--- config.mk ---
export PLATFORM = sky130hd
export DESIGN_NAME = acok_deglitch
export DESIGN_NICKNAME = d
export VERILOG_FILES = /design/src/rtl/acok_dg_pkg.sv /design/src/rtl/acok_arm_track.sv /design/src/rtl/acok_dg_timer.sv /design/src/rtl/acok_deglitch.sv
export SDC_FILE = /design/constraint.sdc
export NUM_CORES = 1
export LEC_CHECK = 0
export BUFFER_PORTS_ARGS = -buffer_cell sky130_fd_sc_hd__buf_2
export CAP_MARGIN = 40
export CORE_ASPECT_RATIO = 0.8
export CORE_MARGIN = 3
export CORE_UTILIZATION = 45
export DETAILED_ROUTE_END_ITERATION = 12
export PLACE_DENSITY = 0.72
export SYNTH_ARGS = -nofsm -noshare
export SYNTH_HDL_FRONTEND = slang
export SYNTH_SLANG_ARGS = --single-unit
--- constraint.sdc ---
create_clock -name clk -period 4.1 [get_ports clk]
set_input_delay 0.82 -clock clk [delete_from_list [all_inputs] [get_ports clk]]
set_output_delay 0.82 -clock clk [all_outputs]
set_load 0.005 [all_outputs]
--- src/rtl/acok_dg_pkg.sv ---
package acok_dg_pkg;
  typedef enum logic {
    DLY_SHORT = 1'b0,
    DLY_LONG  = 1'b1
  } dly_sel_e;
endpackage

--- src/rtl/acok_arm_track.sv ---
module acok_arm_track
  import acok_dg_pkg::*;
(
  input  logic     clk,
  input  logic     rst_n,
  input  logic     lvl,
  input  logic     det_lo,
  input  logic     acfet_on,
  input  logic     long_sel,
  output dly_sel_e dly_sel
);
  logic prev_q, fall_q, off_q;
  dly_sel_e long_q;
  logic prev_n, fall_n, off_n;
  dly_sel_e long_n;
  logic rise, drop, arm_ok;

  always_comb begin
    drop   = prev_q & ~lvl;
    rise   = lvl & ~prev_q;
    arm_ok = long_sel & fall_q & off_q;
    prev_n = lvl;
    fall_n = fall_q | drop;
    off_n  = off_q | (fall_n & ~acfet_on);
    long_n = long_q;
    if (rise) long_n = arm_ok ? DLY_LONG : DLY_SHORT;
    if (!det_lo) begin
      prev_n = 1'b0;
      fall_n = 1'b0;
      off_n  = 1'b0;
      long_n = DLY_SHORT;
    end
    dly_sel = rise ? (arm_ok ? DLY_LONG : DLY_SHORT) : long_q;
  end

  always_ff @(posedge clk or negedge rst_n) begin
    if (!rst_n) begin
      prev_q <= 1'b0;
      fall_q <= 1'b0;
      off_q  <= 1'b0;
      long_q <= DLY_SHORT;
    end else begin
      prev_q <= prev_n;
      fall_q <= fall_n;
      off_q  <= off_n;
      long_q <= long_n;
    end
  end

  AST_DEEP_DISARM: assert property (@(posedge clk) disable iff (!rst_n)
    !det_lo |=> (long_q == DLY_SHORT && !fall_q && !off_q));
  AST_FIRST_SHORT: assert property (@(posedge clk) disable iff (!rst_n)
    !fall_q |-> (dly_sel == DLY_SHORT));
endmodule

--- src/rtl/acok_dg_timer.sv ---
module acok_dg_timer
  import acok_dg_pkg::*;
#(
  parameter int SHORT_MS = 150,
  parameter int LONG_MS  = 1300
) (
  input  logic     clk,
  input  logic     rst_n,
  input  logic     tick,
  input  logic     lvl,
  input  dly_sel_e dly_sel,
  output logic     ok
);
  localparam int CW = $clog2(LONG_MS + 1);
  localparam logic [CW-1:0] CNT_MAX = CW'(LONG_MS);

  logic [CW-1:0] cnt_q, cnt_n, inc, lim;
  logic ok_q, ok_n;

  always_comb begin
    lim   = (dly_sel == DLY_LONG) ? CW'(LONG_MS) : CW'(SHORT_MS);
    inc   = (cnt_q == CNT_MAX) ? cnt_q : cnt_q + 1'b1;
    cnt_n = cnt_q;
    ok_n  = ok_q;
    if (!lvl) begin
      cnt_n = '0;
      ok_n  = 1'b0;
    end else if (!ok_q && tick) begin
      cnt_n = inc;
      if (inc >= lim) ok_n = 1'b1;
    end
  end

  always_ff @(posedge clk or negedge rst_n) begin
    if (!rst_n) begin
      cnt_q <= '0;
      ok_q  <= 1'b0;
    end else begin
      cnt_q <= cnt_n;
      ok_q  <= ok_n;
    end
  end

  assign ok = ok_q;

  AST_DROP_CLEARS: assert property (@(posedge clk) disable iff (!rst_n)
    !lvl |=> !ok_q);
  AST_RISE_NEEDS_LEVEL: assert property (@(posedge clk) disable iff (!rst_n)
    $rose(ok_q) |-> $past(lvl));
  AST_NO_OVERFLOW: assert property (@(posedge clk) disable iff (!rst_n)
    (cnt_q != '0) |-> (cnt_q >= $past(cnt_q)));
endmodule

--- src/rtl/acok_deglitch.sv ---
module acok_deglitch
  import acok_dg_pkg::*;
#(
  parameter int SHORT_MS = 150,
  parameter int LONG_MS  = 1300
) (
  input  logic clk,
  input  logic rst_n,
  input  logic tick_ms,
  input  logic det_hi,
  input  logic det_lo,
  input  logic acfet_on,
  input  logic long_sel,
  output logic acok
);
  logic     lvl;
  dly_sel_e dly_sel;

  assign lvl = det_hi & det_lo;

  acok_arm_track u_arm (
    .clk      (clk),
    .rst_n    (rst_n),
    .lvl      (lvl),
    .det_lo   (det_lo),
    .acfet_on (acfet_on),
    .long_sel (long_sel),
    .dly_sel  (dly_sel)
  );

  acok_dg_timer #(
    .SHORT_MS (SHORT_MS),
    .LONG_MS  (LONG_MS)
  ) u_tmr (
    .clk     (clk),
    .rst_n   (rst_n),
    .tick    (tick_ms),
    .lvl     (lvl),
    .dly_sel (dly_sel),
    .ok      (acok)
  );

  AST_RESET_LOW: assert property (@(posedge clk) disable iff (!rst_n)
    $rose(acok) |-> $past(det_lo));
endmodule

==> report_table.html <==
<table>
<tr><th>Metric</th><th>Value</th></tr>
<tr><th colspan="2">Logic synthesis</th></tr>
<tr><td>Net count of the mapped netlist</td><td>145</td></tr>
<tr><td>Synth area leader</td><td>sky130_fd_sc_hd__dfrtp_1</td></tr>
<tr><td>Parity-gate share of the synthesized area counting xor and xnor cells</td><td>8.732%</td></tr>
<tr><td>Share of synthesized registers carrying an async set or reset</td><td>100.0%</td></tr>
<tr><td>Share of synthesized area occupied by flip-flops and latches</td><td>33.26%</td></tr>
<tr><td>Top cells by area in the synthesized netlist</td><td>sky130_fd_sc_hd__dfrtp_1, sky130_fd_sc_hd__xnor2_1, sky130_fd_sc_hd__ha_1</td></tr>
<tr><td>Top FF cell, synth</td><td>sky130_fd_sc_hd__dfrtp_1</td></tr>
<tr><td>Proportion of netlist area held by the largest area contributor</td><td>33.26%</td></tr>
<tr><td>Mux cell area share after synthesis</td><td>0%</td></tr>
<tr><td>Synth Area in Compound Gates</td><td>15.18%</td></tr>
<tr><td>Yosys warnings</td><td>0</td></tr>
<tr><td>Area of the mapped netlist</td><td>0.001204 mm2</td></tr>
<tr><td>Simple-gate share of the synthesized area</td><td>28.90%</td></tr>
<tr><td>Combinational family with the most area after synthesis</td><td>simple AND/OR/NAND/NOR gates</td></tr>
<tr><td>Instance count of the mapped netlist</td><td>132</td></tr>
<tr><td>Mean area per synthesized cell</td><td>9.119 um2</td></tr>
<tr><td>Post-synthesis share of cell area spent on full adders, half adders and majority gates</td><td>6.237%</td></tr>
<tr><td>Flip-flop and latch count after synthesis</td><td>16</td></tr>
<tr><td>Post-synth cell types</td><td>44</td></tr>
<tr><td>Number of synthesized flops with an enable pin</td><td>0</td></tr>
<tr><th colspan="2">Timing</th></tr>
<tr><td>Number of failing hold endpoints at the final stage</td><td>0</td></tr>
<tr><td>Setup-violating endpoint count in the final report</td><td>0</td></tr>
<tr><td>Time the final worst path needs with I/O delays and setup</td><td>2.669 ns</td></tr>
<tr><td>Fin Clk Skew</td><td>0.01261 ns</td></tr>
<tr><td>Final worst-path cycle share</td><td>65.11%</td></tr>
<tr><td>Final Hold Slack</td><td>0.4109 ns</td></tr>
<tr><td>Fin. max-slew vios</td><td>0</td></tr>
<tr><td>Slew of the pin with the lowest slew margin</td><td>0.4962 ns</td></tr>
<tr><td>Unrepaired setup endpoints after global routing</td><td>no</td></tr>
<tr><td>Highest Clock Rate</td><td>0.3746 GHz</td></tr>
<tr><td>Setup slack of the critical path after layout</td><td>1.431 ns</td></tr>
<tr><td>Relative slew slack</td><td>66.64%</td></tr>
<tr><td>Setup TNS</td><td>0 ns</td></tr>
<tr><th colspan="2">Die</th></tr>
<tr><td>Die Area</td><td>0.003335 mm2</td></tr>
<tr><td># rows</td><td>16</td></tr>
<tr><td>Vert. Die Dim</td><td>52.26 um</td></tr>
<tr><td>Boundary Pins</td><td>8</td></tr>
<tr><td>Starting utilization of the core area</td><td>48.10%</td></tr>
<tr><td>Die X</td><td>63.82 um</td></tr>
<tr><td>Area of the core region</td><td>0.002502 mm2</td></tr>
<tr><th colspan="2">Placement</th></tr>
<tr><td>Setup slack at placement</td><td>1.164 ns</td></tr>
<tr><td>Detailed placement HPWL</td><td>1936 um</td></tr>
<tr><td>Placed cell areas</td><td>0.001217 mm2</td></tr>
<tr><td>Count of port buffers added during placement</td><td>7</td></tr>
<tr><td>Gpl congestion</td><td>0.8933</td></tr>
<tr><td>Dpl cells</td><td>167</td></tr>
<tr><th colspan="2">Finish</th></tr>
<tr><td>Multi-input gate area in the final layout</td><td>710.7 um2</td></tr>
<tr><td>Count of inserted antenna diode cells</td><td>0</td></tr>
<tr><td>Sequential cell area in the final layout</td><td>400.4 um2</td></tr>
<tr><td>Fraction of final layout cells sized beyond drive strength 1</td><td>13.33%</td></tr>
<tr><td>Fill count</td><td>235</td></tr>
<tr><td>Layout Cells excl Fill</td><td>171</td></tr>
<tr><td>Most frequent cells in the layout</td><td>sky130_fd_sc_hd__nor2_1, sky130_fd_sc_hd__dfrtp_1, sky130_fd_sc_hd__xnor2_1, sky130_fd_sc_hd__nand2_1</td></tr>
<tr><td>Post-layout instance area</td><td>0.001254 mm2</td></tr>
<tr><td>Nets</td><td>149</td></tr>
<tr><td>End-of-flow core utilization</td><td>50.10%</td></tr>
<tr><td>Signed area change from the synthesized netlist to the final layout</td><td>4.158%</td></tr>
<tr><th colspan="2">Power</th></tr>
<tr><td>Power density of the placed cells</td><td>233.0 mW/mm2</td></tr>
<tr><td>Leakage power</td><td>0.5645 nW</td></tr>
<tr><td>Maximum vdd ir drop</td><td>0.1514 mV</td></tr>
<tr><td>Final Total Pwr</td><td>0.2921 mW</td></tr>
<tr><th colspan="2">Route</th></tr>
<tr><td>Detailed-routing iteration count for the pre-antenna-repair pass</td><td>4</td></tr>
<tr><td>DRC violations left</td><td>0</td></tr>
<tr><td>Post-DR wirelength/cell</td><td>14.81 um</td></tr>
<tr><td>Per-cell via count in the routed design</td><td>5.556</td></tr>
<tr><td>Routed via count</td><td>950</td></tr>
<tr><td>Number of nets with antenna violations after routing</td><td>0</td></tr>
<tr><td>Number of violations reported at the end of detailed-routing iteration 0</td><td>42</td></tr>
<tr><td>Total wire length after detailed routing</td><td>2532 um</td></tr>
<tr><th colspan="2">Clock tree</th></tr>
<tr><td>Number of sinks handled by clock tree synthesis</td><td>16</td></tr>
<tr><td>Number of buffers added for setup after CTS</td><td>0</td></tr>
<tr><td>TritonCTS clock tree</td><td>done</td></tr>
<tr><td>Skew-Pair Late Insertion Delay</td><td>0.30 ns</td></tr>
<tr><td>Root buffer selected by CTS</td><td>sky130_fd_sc_hd__clkbuf_4</td></tr>
<tr><td>Post-CTS resize count</td><td>0</td></tr>
<tr><td>Number of hold-repair buffers added at the cts stage</td><td>0</td></tr>
<tr><td>Clock Pin Slew Worst Setup and Hold Paths</td><td>0.11 ns</td></tr>
<tr><td>H-tree depth</td><td>1</td></tr>
<tr><td>Clk buf depth</td><td>2</td></tr>
<tr><td>Cts bufs inserted</td><td>3</td></tr>
<tr><th colspan="2">Global routing</th></tr>
<tr><td>Maximum number of pins on one net before global-route repair</td><td>17</td></tr>
<tr><td>Wire length of the first global-routing pass</td><td>4209 um</td></tr>
<tr><td>Grt ovf</td><td>0</td></tr>
<tr><td>All-layer global routing usage</td><td>16.78%</td></tr>
<tr><td>Via count of the first global-routing pass</td><td>877</td></tr>
<tr><td>Antenna violations before repair</td><td>0</td></tr>
<tr><th colspan="2">Min path</th></tr>
<tr><td>Classification of the worst-slack hold path</td><td>in -&gt; async</td></tr>
<tr><th colspan="2">Outcome</th></tr>
<tr><td>Outcome</td><td>complete, no violations</td></tr>
<tr><th colspan="2">Setup path</th></tr>
<tr><td>CP arrival</td><td>2.86 ns</td></tr>
<tr><td>Type of origin of the critical path</td><td>input pin</td></tr>
<tr><td>Largest driver fanout on the critical path</td><td>14</td></tr>
<tr><td>Critical setup path kind</td><td>in -&gt; reg</td></tr>
<tr><td>Critical path data required time</td><td>4.29 ns</td></tr>
<tr><td>Critical Path Sink Type</td><td>register</td></tr>
<tr><th colspan="2">Run</th></tr>
<tr><td>Maximum capacitance violations</td><td>0</td></tr>
</table>
area by class of cell:
class	instances	share of cell area [%]
inverter	7	2.096
sequential	16	31.94
multi-input combinational	101	56.69
tap	36	3.593
clock buffer	4	2.894
timing repair buffer	7	2.794
kinds of logic after synthesis:
family,count (synthesis)
fa+ha+maj,6
flops,16
buf+inv,15
simple gates,60
compound gates,23
xor+xnor,12
layer usage:
metal	GRT usage, %	routed length, um	vias to the layer above	part of all wire, %
li1	-	-	475	-
met1	24.87	1344	447	53
met2	24.53	1075	24	42
met3	3.433	96	4	3.8
met4	4.301	17	0	0.67
met5	0	0	-	0
path summary, 6_finish.rpt:
check / slack (ns) / to / depth (start not counted) / from
min: 0.41 / u_tmr.ok / 1 / rst_n
max reg2reg: 1.55 / u_tmr.ok / 8 / u_tmr.cnt_q[2]
min reg2reg: 0.54 / u_arm.off_q / 1 / u_arm.off_q
min in group clk: 0.54 / u_arm.off_q / 1 / u_arm.off_q
max: 1.43 / u_tmr.ok / 10 / det_lo
max in group asynchronous: 3.41 / u_tmr.cnt_q[10] / 1 / rst_n
power by group:
part	internal [mW]	leakage (nW)	switching, mW
Clock	0.0542	0.0210	0.0538
Combinational	0.00825	0.322	0.0136
Sequential	0.160	0.221	0.00229
worst max-delay path, stage by stage:
cell                       delay (ns)
sky130_fd_sc_hd__buf_2           0.11
sky130_fd_sc_hd__nand2_1         0.28
sky130_fd_sc_hd__o21ai_0         0.30
sky130_fd_sc_hd__o31a_1          0.30
sky130_fd_sc_hd__ha_1            0.22
sky130_fd_sc_hd__nor2b_1         0.06
sky130_fd_sc_hd__nand4_1         0.10
sky130_fd_sc_hd__or4bb_1         0.49
sky130_fd_sc_hd__o211ai_1        0.10
sky130_fd_sc_hd__a31oi_1         0.10
Yosys cell counts, types with 3 or more instances:
master and number:
sky130_fd_sc_hd__and3_1 5, sky130_fd_sc_hd__xor2_1 3, sky130_fd_sc_hd__dfrtp_1 16, sky130_fd_sc_hd__nor3_1 5
sky130_fd_sc_hd__nor2b_1 4, sky130_fd_sc_hd__a21oi_1 4, sky130_fd_sc_hd__o21ai_0 4, sky130_fd_sc_hd__ha_1 6
sky130_fd_sc_hd__nand3_1 7, sky130_fd_sc_hd__nor2_1 16, sky130_fd_sc_hd__nand2_1 8, sky130_fd_sc_hd__inv_1 7
sky130_fd_sc_hd__xnor2_1 9
registers in the layout, summed over array words and instances (netlist names):
name and flops:
u_tmr.cnt_q 11, u_arm.fall_q 1, u_arm.long_q 1, u_arm.off_q 1, u_arm.prev_q 1, u_tmr.ok 1
Power figures use the tool's default switching activity.
